### config.mk
export PLATFORM = sky130hd
export DESIGN_NAME = hostlink_port
export DESIGN_NICKNAME = d
export VERILOG_FILES = /design/src/rtl/hostlink_pkg.sv /design/src/rtl/hl_sync.sv /design/src/rtl/hl_spi_slave.sv /design/src/rtl/hl_uart_tx.sv /design/src/rtl/hl_uart_rx.sv /design/src/rtl/hostlink_port.sv
export SDC_FILE = /design/constraint.sdc
export NUM_CORES = 1
export LEC_CHECK = 0
export CAP_MARGIN = 15
export CORE_MARGIN = 2
export CORE_UTILIZATION = 35
export DETAILED_ROUTE_END_ITERATION = 12
export GPL_ROUTABILITY_DRIVEN = 0
export GPL_TIMING_DRIVEN = 0
export PLACE_DENSITY_LB_ADDON = 0.1
export SYNTH_ARGS = -nofsm -noshare
export SYNTH_HDL_FRONTEND = slang
export SYNTH_SLANG_ARGS = --single-unit
### constraint.sdc
create_clock -name clk -period 4.2 [get_ports clk]
set_input_delay 1.26 -clock clk [delete_from_list [all_inputs] [get_ports clk]]
set_output_delay 1.26 -clock clk [all_outputs]
set_load 0.005 [all_outputs]
### src/rtl/hostlink_pkg.sv
package hostlink_pkg;
   localparam int BYTE_W = 8;

   typedef enum logic [2:0] {
      RX_IDLE,
      RX_START,
      RX_DATA,
      RX_STOP,
      RX_WAIT_HIGH
   } rx_state_t;
endpackage

### src/rtl/hl_sync.sv
module hl_sync #(
   parameter int WIDTH  = 3,
   parameter int STAGES = 2
) (
   input  logic             clk,
   input  logic             rst_n,
   input  logic [WIDTH-1:0] d,
   output logic [WIDTH-1:0] q
);
   if (STAGES < 2) begin : g_bad_stages
      $error("hl_sync needs at least two stages");
   end

   for (genvar b = 0; b < WIDTH; b++) begin : g_bit
      logic [STAGES-1:0] chain;
      always_ff @(posedge clk or negedge rst_n) begin
         if (!rst_n) chain <= '1;
         else        chain <= {chain[STAGES-2:0], d[b]};
      end
      assign q[b] = chain[STAGES-1];
   end
endmodule

### src/rtl/hl_spi_slave.sv
module hl_spi_slave
   import hostlink_pkg::*;
(
   input  logic              clk,
   input  logic              rst_n,
   input  logic              en,
   input  logic              sclk_s,
   input  logic              mosi_s,
   input  logic              ss_s,
   input  logic              hold_full,
   input  logic [BYTE_W-1:0] hold_data,
   input  logic              rx_ready,
   output logic              take,
   output logic              miso,
   output logic              active,
   output logic              rx_valid,
   output logic [BYTE_W-1:0] rx_data
);
   localparam int BIT_W = $clog2(BYTE_W);

   logic [BYTE_W-1:0] tx_sh;
   logic [BYTE_W-1:0] rx_sh;
   logic [BIT_W-1:0]  bitn;
   logic              sclk_d;
   logic              fall, rise, last_bit, start_ok, reload;

   assign fall     = sclk_d & ~sclk_s;
   assign rise     = ~sclk_d & sclk_s;
   assign last_bit = (bitn == BIT_W'(BYTE_W - 1));
   assign start_ok = en & ~ss_s & ~active & (hold_full | rx_ready);
   assign reload   = en & ~ss_s & active & rise & last_bit;
   assign take     = hold_full & (start_ok | reload);

   always_ff @(posedge clk or negedge rst_n) begin
      if (!rst_n) begin
         sclk_d   <= 1'b1;
         active   <= 1'b0;
         tx_sh    <= '0;
         rx_sh    <= '0;
         bitn     <= '0;
         miso     <= 1'b1;
         rx_valid <= 1'b0;
         rx_data  <= '0;
      end else begin
         sclk_d   <= sclk_s;
         rx_valid <= 1'b0;
         if (!en || ss_s) begin
            active <= 1'b0;
            bitn   <= '0;
         end else if (!active) begin
            if (start_ok) begin
               active <= 1'b1;
               bitn   <= '0;
               tx_sh  <= hold_full ? hold_data : '0;
            end
         end else begin
            if (fall) begin
               miso  <= tx_sh[BYTE_W-1];
               tx_sh <= {tx_sh[BYTE_W-2:0], 1'b0};
            end
            if (rise) begin
               rx_sh <= {rx_sh[BYTE_W-2:0], mosi_s};
               bitn  <= bitn + BIT_W'(1);
               if (last_bit) begin
                  rx_valid <= 1'b1;
                  rx_data  <= {rx_sh[BYTE_W-2:0], mosi_s};
                  tx_sh    <= hold_full ? hold_data : '0;
                  bitn     <= '0;
               end
            end
         end
      end
   end
endmodule

### src/rtl/hl_uart_tx.sv
module hl_uart_tx
   import hostlink_pkg::*;
#(
   parameter int CLKS_PER_BIT = 64
) (
   input  logic              clk,
   input  logic              rst_n,
   input  logic              en,
   input  logic              start,
   input  logic [BYTE_W-1:0] data,
   output logic              txd,
   output logic              busy
);
   localparam int FRAME_BITS = BYTE_W + 2;
   localparam int FB_W       = $clog2(FRAME_BITS);
   localparam int CNT_W      = $clog2(CLKS_PER_BIT);

   logic [FRAME_BITS-1:0] frame;
   logic [FB_W-1:0]       bitn;
   logic [CNT_W-1:0]      cnt;

   assign txd = frame[0];

   always_ff @(posedge clk or negedge rst_n) begin
      if (!rst_n) begin
         frame <= '1;
         busy  <= 1'b0;
         bitn  <= '0;
         cnt   <= '0;
      end else if (!en) begin
         frame <= '1;
         busy  <= 1'b0;
         bitn  <= '0;
         cnt   <= '0;
      end else if (!busy) begin
         if (start) begin
            frame <= {1'b1, data, 1'b0};
            busy  <= 1'b1;
            bitn  <= '0;
            cnt   <= '0;
         end
      end else if (cnt == CNT_W'(CLKS_PER_BIT - 1)) begin
         cnt   <= '0;
         frame <= {1'b1, frame[FRAME_BITS-1:1]};
         if (bitn == FB_W'(FRAME_BITS - 1)) busy <= 1'b0;
         else                               bitn <= bitn + FB_W'(1);
      end else begin
         cnt <= cnt + CNT_W'(1);
      end
   end
endmodule

### src/rtl/hl_uart_rx.sv
module hl_uart_rx
   import hostlink_pkg::*;
#(
   parameter int CLKS_PER_BIT = 64
) (
   input  logic              clk,
   input  logic              rst_n,
   input  logic              en,
   input  logic              rxd_s,
   output logic              rx_valid,
   output logic              frame_err,
   output logic [BYTE_W-1:0] rx_data
);
   localparam int CNT_W = $clog2(CLKS_PER_BIT);
   localparam int BIT_W = $clog2(BYTE_W);
   localparam int HALF  = CLKS_PER_BIT / 2;

   rx_state_t         state;
   logic [CNT_W-1:0]  cnt;
   logic [BIT_W-1:0]  bitn;
   logic [BYTE_W-1:0] sh;
   logic              bit_end;

   assign bit_end = (cnt == CNT_W'(CLKS_PER_BIT - 1));

   always_ff @(posedge clk or negedge rst_n) begin
      if (!rst_n) begin
         state     <= RX_IDLE;
         cnt       <= '0;
         bitn      <= '0;
         sh        <= '0;
         rx_valid  <= 1'b0;
         frame_err <= 1'b0;
         rx_data   <= '0;
      end else begin
         rx_valid  <= 1'b0;
         frame_err <= 1'b0;
         if (!en) begin
            state <= RX_IDLE;
            cnt   <= '0;
         end else begin
            case (state)
               RX_IDLE: begin
                  cnt <= '0;
                  if (!rxd_s) state <= RX_START;
               end
               RX_START: begin
                  if (cnt == CNT_W'(HALF - 1)) begin
                     cnt   <= '0;
                     bitn  <= '0;
                     state <= rxd_s ? RX_IDLE : RX_DATA;
                  end else begin
                     cnt <= cnt + CNT_W'(1);
                  end
               end
               RX_DATA: begin
                  if (bit_end) begin
                     cnt <= '0;
                     sh  <= {rxd_s, sh[BYTE_W-1:1]};
                     if (bitn == BIT_W'(BYTE_W - 1)) state <= RX_STOP;
                     else                            bitn  <= bitn + BIT_W'(1);
                  end else begin
                     cnt <= cnt + CNT_W'(1);
                  end
               end
               RX_STOP: begin
                  if (bit_end) begin
                     cnt       <= '0;
                     rx_valid  <= 1'b1;
                     frame_err <= ~rxd_s;
                     rx_data   <= sh;
                     state     <= rxd_s ? RX_IDLE : RX_WAIT_HIGH;
                  end else begin
                     cnt <= cnt + CNT_W'(1);
                  end
               end
               RX_WAIT_HIGH: begin
                  if (rxd_s) state <= RX_IDLE;
               end
               default: state <= RX_IDLE;
            endcase
         end
      end
   end
endmodule

### src/rtl/hostlink_port.sv
module hostlink_port
   import hostlink_pkg::*;
#(
   parameter int CLKS_PER_BIT = 64,
   parameter int SYNC_STAGES  = 2
) (
   input  logic              clk,
   input  logic              rst_n,
   input  logic              sclk_isel,
   input  logic              mosi_rxd,
   input  logic              ss_rts_n,
   output logic              miso_txd,
   output logic              miso_oe,
   output logic              atn_cts_n,
   output logic              spi_mode,
   input  logic [BYTE_W-1:0] tx_data,
   input  logic              tx_valid,
   output logic              tx_ready,
   input  logic              rx_ready,
   output logic [BYTE_W-1:0] rx_data,
   output logic              rx_valid,
   output logic              rx_frame_err,
   output logic              wake
);
   localparam int PIN_W    = 3;
   localparam int PIN_SCLK = 0;
   localparam int PIN_DIN  = 1;
   localparam int PIN_SEL  = 2;

   if (CLKS_PER_BIT < 8 || (CLKS_PER_BIT % 2) != 0) begin : g_bad_rate
      $error("CLKS_PER_BIT must be even and at least 8");
   end

   logic [PIN_W-1:0]  pins_s;
   logic              ss_s, ss_d;
   logic              latched, mode_q;
   logic              spi_en, uart_en;
   logic              hold_full;
   logic [BYTE_W-1:0] hold_data;
   logic              spi_take, uart_take;
   logic              spi_miso, spi_active, spi_rx_valid;
   logic [BYTE_W-1:0] spi_rx_data;
   logic              uart_txd, uart_busy, uart_rx_valid, uart_ferr;
   logic [BYTE_W-1:0] uart_rx_data;

   hl_sync #(.WIDTH(PIN_W), .STAGES(SYNC_STAGES)) i_sync (
      .clk   (clk),
      .rst_n (rst_n),
      .d     ({ss_rts_n, mosi_rxd, sclk_isel}),
      .q     (pins_s)
   );

   assign ss_s = pins_s[PIN_SEL];

   // Mode strap: static pin, captured once in the first cycle out of reset
   always_ff @(posedge clk or negedge rst_n) begin
      if (!rst_n) begin
         latched <= 1'b0;
         mode_q  <= 1'b0;
      end else if (!latched) begin
         latched <= 1'b1;
         mode_q  <= sclk_isel;
      end
   end

   assign spi_en   = latched & mode_q;
   assign uart_en  = latched & ~mode_q;
   assign spi_mode = mode_q;

   // One-byte transmit holding register shared by both engines
   always_ff @(posedge clk or negedge rst_n) begin
      if (!rst_n) begin
         hold_full <= 1'b0;
         hold_data <= '0;
      end else if (tx_valid && tx_ready) begin
         hold_full <= 1'b1;
         hold_data <= tx_data;
      end else if (spi_take || uart_take) begin
         hold_full <= 1'b0;
      end
   end

   assign tx_ready  = latched & ~hold_full;
   assign uart_take = uart_en & hold_full & ~ss_s & ~uart_busy;

   hl_spi_slave i_spi (
      .clk       (clk),
      .rst_n     (rst_n),
      .en        (spi_en),
      .sclk_s    (pins_s[PIN_SCLK]),
      .mosi_s    (pins_s[PIN_DIN]),
      .ss_s      (ss_s),
      .hold_full (hold_full),
      .hold_data (hold_data),
      .rx_ready  (rx_ready),
      .take      (spi_take),
      .miso      (spi_miso),
      .active    (spi_active),
      .rx_valid  (spi_rx_valid),
      .rx_data   (spi_rx_data)
   );

   hl_uart_tx #(.CLKS_PER_BIT(CLKS_PER_BIT)) i_utx (
      .clk   (clk),
      .rst_n (rst_n),
      .en    (uart_en),
      .start (uart_take),
      .data  (hold_data),
      .txd   (uart_txd),
      .busy  (uart_busy)
   );

   hl_uart_rx #(.CLKS_PER_BIT(CLKS_PER_BIT)) i_urx (
      .clk       (clk),
      .rst_n     (rst_n),
      .en        (uart_en),
      .rxd_s     (pins_s[PIN_DIN]),
      .rx_valid  (uart_rx_valid),
      .frame_err (uart_ferr),
      .rx_data   (uart_rx_data)
   );

   always_ff @(posedge clk or negedge rst_n) begin
      if (!rst_n) ss_d <= 1'b1;
      else        ss_d <= ss_s;
   end
   assign wake = latched & ss_d & ~ss_s;

   always_comb begin
      if (!latched) begin
         miso_txd  = 1'b1;
         miso_oe   = 1'b0;
         atn_cts_n = 1'b1;
      end else if (mode_q) begin
         miso_txd  = spi_miso;
         miso_oe   = ~ss_s;
         atn_cts_n = ~(hold_full | rx_ready | spi_active);
      end else begin
         miso_txd  = uart_txd;
         miso_oe   = 1'b1;
         atn_cts_n = ~rx_ready;
      end
   end

   assign rx_valid     = spi_rx_valid | uart_rx_valid;
   assign rx_data      = mode_q ? spi_rx_data : uart_rx_data;
   assign rx_frame_err = uart_ferr;
endmodule

==> results.json, run 1 <==
{
  "area_growth_pct": 18.9,
  "p_leak_nw": 2.43,
  "grt_pass1_wl_mm": 15.4,
  "async_flop_share": 1.00,
  "layout_common_cells": "dfrtp_1, mux2_2, nand2_1",
  "post_cts_buffers": 0,
  "grt_usage": 0.137,
  "path_max_fanout": 2,
  "met3_length_um": 190,
  "vias": 2925,
  "startpoint_type": "primary input",
  "worst_pin_slew_ps": 616,
  "pre_cts_ws_ps": 477,
  "highest_layer": "met4",
  "post_cts_resized": 0,
  "start_util": 0.361,
  "hold_viol_final": 0,
  "yosysUniqueCellTypes": 60,
  "cts_tree": "yes",
  "yosysTopAreaCellShare": 0.438,
  "synth_area_sq_um": 4570,
  "wl_per_cell_um": 15.0,
  "setup_viol": 0,
  "grt_overflow": 0,
  "yosysSeqAreaShare": 0.541,
  "core_sq_um": 12700,
  "clock_path_buffers": 2,
  "arrival_ps": 2490,
  "layout_commonest_cell": "dfrtp_1",
  "num_io_pins": 31,
  "placed_area_sq_um": 5110,
  "synthSimpleGateAreaFrac": 0.128,
  "wl_mm": 8.94,
  "design_area_sq_um": 5430,
  "finalCritPeriodShare": 0.893,
  "first_pass_iters": 4,
  "fmax_mhz": 267,
  "cts.sinks": 98,
  "yosys.area.top_type": "dfrtp_1",
  "synth_top_family_by_area": "multiplexers",
  "row_count": 41,
  "placedCellCount": 581,
  "setup_slack_ps": 450,
  "syn_nets": 401,
  "ir_drop_mv": 0.197,
  "finalClockSkew_ps": 11.2,
  "fin_util": 0.429,
  "die_w_um": 118,
  "syn_area_per_cell_sq_um": 12.1,
  "final_layout_size_suffix_gt1_frac": 0.278,
  "endpoint_kind": "primary output",
  "synth_compound_area_frac": 0.0758,
  "slew_headroom": 0.589,
  "drt_iter0_markers": 88,
  "yosys_warnings": 0,
  "wl_met2_mm": 3.86,
  "drtAntennaViolNets": 0,
  "routed_via_density": 4.90,
  "drc": 0,
  "synth-adder-area-share": 0.0219,
  "clkTransAtPathRegs_ps": 70,
  "synth.area.mux_share": 0.188,
  "antenna_found_initial": 0,
  "status": "finished, final reports clean",
  "ff2ff_path_depth": 6,
  "synth_ff_type": "dfrtp_1",
  "grt_pass1_vias": 2934,
  "cts_htree_levels": 3,
  "period_needed_ps": 3750,
  "portBuffers": 30,
  "root_buffer": "clkbuf_16",
  "hold_buffers": 0,
  "power_density_nw_per_um2": 413,
  "crit_type": "in2out",
  "wl_met1_mm": 4.74,
  "die_h_um": 118,
  "ys_ff_latch": 98,
  "post-dp-hpwl_mm": 6.14,
  "numCtsBuffers": 9,
  "ys_top_cells_by_area": "dfrtp_1, mux2_2, dfstp_2, mux2i_1, nand2_1",
  "holdPathStages": 0,
  "insertion_delay_ps": 350,
  "synth-xor-area-share": 0.0115,
  "layout.nets": 443,
  "hold_path.class": "reg2reg",
  "stdcell_count": 597,
  "fp.dieArea_sq_um": 14000,
  "maxCapViolations": 0,
  "syn_inst": 378,
  "diodes": 0,
  "critPathRequiredTime_ps": 2940,
  "timing_max_transition_violations_final": 0,
  "grt_max_degree": 55,
  "rsz0062_at_grt": "false",
  "synth_edf_count": 0
}
critical path: stages:
cell	delay (ps)
clkdlybuf4s50_1	430
o21ai_0	240
clkdlybuf4s50_1	550
state kept, by name (all words and copies together) (netlist names), 3 cells and up:
register / cells
i_urx.rx_data: 8
i_utx.frame: 9
i_spi.bitn: 3
i_utx.cnt: 6
i_spi.tx_sh: 8
i_urx.state: 3
i_urx.sh: 8
i_urx.cnt: 6
i_spi.rx_sh: 7
i_spi.rx_data: 8
i_sync.g_bit.chain: 6
hold_data: 8
i_utx.bitn: 4
i_urx.bitn: 3
synthesized netlist by cell type, types with 4 or more instances:
master and instances:
a31oi_1 5, o21ai_0 10, clkbuf_1 6, nor4_1 4, nor3b_1 4, nand3_1 8, and2_1 6, dfrtp_1 80
nor3_1 7, nor2b_1 4, a22oi_1 4, inv_1 13, buf_2 7, xor2_1 4, mux2i_1 17, mux2_2 60
ha_1 8, dfstp_2 18, a21oi_1 14, nand2b_1 6, nor2_1 11, nand2_1 32
worst paths after layout:
check | from | endpoint | slack, ps
setup / recovery | rx_ready | atn_cts_n | 450
hold / removal | i_sync.g_bit[2].chain[0] | i_sync.g_bit[2].chain[1] | 360
setup reg to reg | i_spi.bitn[0] | i_spi.tx_sh[5] | 1940
hold reg to reg | i_sync.g_bit[2].chain[0] | i_sync.g_bit[2].chain[1] | 360
max in group asynchronous | rst_n | i_spi.miso | 2540
min in group asynchronous | rst_n | i_urx.state[1] | 920
cell type report:
class | count | area [sq um]
multi-input cells | 249 | 1950
fillers | 1230 | 7240
well taps | 172 | 215
flip-flops and latches | 98 | 2470
inverters | 14 | 55.1
clock buffers | 10 | 229
repair buffers | 31 | 325
clock inverters | 6 | 92.6
plain buffers | 17 | 91.3
cells by family after synthesis:
logic type      after synthesis
compound gates               52
xor+xnor                      6
fa+ha+maj                     8
buf+inv                      31
flops                        98
mux                          78
other cells                   1
simple gates                104
through the flow:
stage	hold WS, ps	setup TNS (ps)	power (W)
global route	360	0	0.00236
CTS	357	0	0.00228
detailed placement	347	0	0.00137
global placement	346	-172240	0.00136
finish	355	0	0.00224
floorplan	345	0	0.00126
where the power goes:
part / total, W / internal, W / switching, W
clock network: 0.000894 / 0.000525 / 0.000370
logic: 0.000258 / 0.000128 / 0.000131
registers: 0.00109 / 0.00104 / 0.0000540
total: 0.00224 / 0.00169 / 0.000555
layer usage:
layer / GRT usage / up-vias
li1: - / 1431
met1: 0.205 / 1455
met2: 0.195 / 30
met3: 0.0232 / 9
met4: 0.0610 / 0
met5: 0 / -
Note: power is estimated with default switching activity, not from simulation.
==> inputs of run 2 (changes only) <==
Clock period 4.2 ns to 3.2 ns, I/O delays scaled along.
==> results.json, run 2 (synthesis results as in run 1) <==
{
  "pwr-share-comb": 0.115,
  "placedCellCount": 581,
  "hold_path.class": "reg2reg",
  "die_w_um": 118,
  "internal_power_w": 0.00222,
  "first_pass_iters": 4,
  "finalCritPeriodShare": 0.983,
  "drc": 0,
  "cts_htree_levels": 3,
  "fp.dieArea_sq_um": 14000,
  "wl_mm": 8.91,
  "slew_headroom": 0.593,
  "fmax_mhz": 318,
  "hold_buffers": 0,
  "drtAntennaViolNets": 0,
  "antenna_found_initial": 0,
  "grt_overflow": 0,
  "path_max_fanout": 2,
  "clkTransAtPathRegs_ps": 70,
  "stdcell_count": 596,
  "design_area_sq_um": 5430,
  "cts.sinks": 98,
  "period_needed_ps": 3150,
  "endpoint_kind": "primary output",
  "multiInputGateArea_sq_um": 1950,
  "vias": 2915,
  "crit_type": "in2out",
  "regMostFlops": "i_utx.frame",
  "start_util": 0.361,
  "whs_ps": 355,
  "pwr-share-seq": 0.486,
  "post_cts_buffers": 0,
  "netSwitchingPower_w": 0.000729,
  "drt_iter0_markers": 84,
  "timing_max_transition_violations_final": 0,
  "die_h_um": 118,
  "core_sq_um": 12700,
  "layout.nets": 442,
  "pwr-share-clk": 0.399,
  "routed_via_density": 4.89,
  "cts_tree": "yes",
  "fin_util": 0.429,
  "p_leak_nw": 2.43,
  "worst_pin_slew_ps": 606,
  "num_io_pins": 31,
  "wl_per_cell_um": 14.9,
  "rsz0062_at_grt": "false",
  "total_power_w": 0.00294,
  "ir_drop_mv": 0.263,
  "fill_cells": 1228,
  "status": "finished, final reports clean",
  "grt_max_degree": 55,
  "post-dp-hpwl_mm": 6.14,
  "arrival_ps": 2190,
  "startpoint_type": "primary input",
  "grt_pass1_wl_mm": 15.4,
  "insertion_delay_ps": 350,
  "largest_reg_flops": 9,
  "finalClockSkew_ps": 10.9,
  "switching_share": 0.248,
  "maxCapViolations": 0,
  "critPathRequiredTime_ps": 2240,
  "regArea_sq_um": 2470,
  "root_buffer": "clkbuf_16",
  "power_density_nw_per_um2": 542,
  "hold_viol_final": 0,
  "clock_path_buffers": 2,
  "final_layout_size_suffix_gt1_frac": 0.278,
  "grt_pass1_vias": 2934,
  "portBuffers": 30,
  "area_growth_pct": 18.8,
  "numCtsBuffers": 9,
  "layout_common_cells": "dfrtp_1, mux2_2, nand2_1",
  "grt_usage": 0.137,
  "layout_commonest_cell": "dfrtp_1",
  "post_cts_resized": 0,
  "diodes": 0,
  "setup_viol": 0,
  "placed_area_sq_um": 5110,
  "row_count": 41
}
run 2: cell types whose count changed in the layout (fill, tap and decap cells not counted), sizes merged:
| cell | before | now |
|---|---|---|
| clkbuf | 16 | 15 |
run 2: final timing paths:
path,start,endpoint,slack [ps],depth (start not counted)
max in group asynchronous,rst_n,i_spi.miso,1840,2
max,rx_ready,atn_cts_n,50,3
min reg2reg,i_sync.g_bit[2].chain[0],i_sync.g_bit[2].chain[1],360,0
max reg2reg,i_spi.bitn[0],i_spi.tx_sh[5],920,6
min in group asynchronous,rst_n,i_urx.state[1],610,1
min,i_sync.g_bit[2].chain[0],i_sync.g_bit[2].chain[1],360,0
run 2: metal layers:
layer | vias to the layer above | track usage | routed length, um
met5 | - | 0 | 0
met4 | 0 | 0.0610 | 146
met3 | 9 | 0.0232 | 184
met2 | 28 | 0.195 | 3840
met1 | 1452 | 0.205 | 4740
li1 | 1426 | - | -
run 2: power by group through the flow:
stage	Sequential [W]	Combinational [W]	Clock (W)
after floorplan	0.00142	0.000234	0
after global placement	0.00145	0.000338	0
after detailed placement	0.00145	0.000345	0
after CTS	0.00143	0.000347	0.00121
after global routing	0.00145	0.000384	0.00126
final	0.00143	0.000338	0.00118
run 2: worst max-delay path, stage by stage:
cell,delay (ps)
clkdlybuf4s50_1,430
o21ai_0,240
clkdlybuf4s50_1,550
run 2: final cells by class:
class / instances / area share
clock buffers: 10 / 0.0422
clock inverters: 6 / 0.0171
inverters: 14 / 0.0101
repair buffers: 31 / 0.0599
well taps: 172 / 0.0396
multi-input cells: 249 / 0.359
plain buffers: 16 / 0.0161
flip-flops and latches: 98 / 0.456
run 2: per-stage QoR:
step / setup WS [ps] / TNS [ps]
2_1_floorplan: 1060 / 0
3_3_place_gp: -2700 / -240840
3_5_place_dp: 77.1 / 0
4_1_cts: 0.906 / 0
5_1_grt: 33.0 / 0
6_report: 54.9 / 0
==> inputs of run 3 (changes only) <==
Settings changed: CTS_CLUSTER_DIAMETER from default to 40, HOLD_SLACK_MARGIN from default to 0.06.
==> results of run 3 <==
No change in the layout: final DEF, timing and power equal those of run 2.
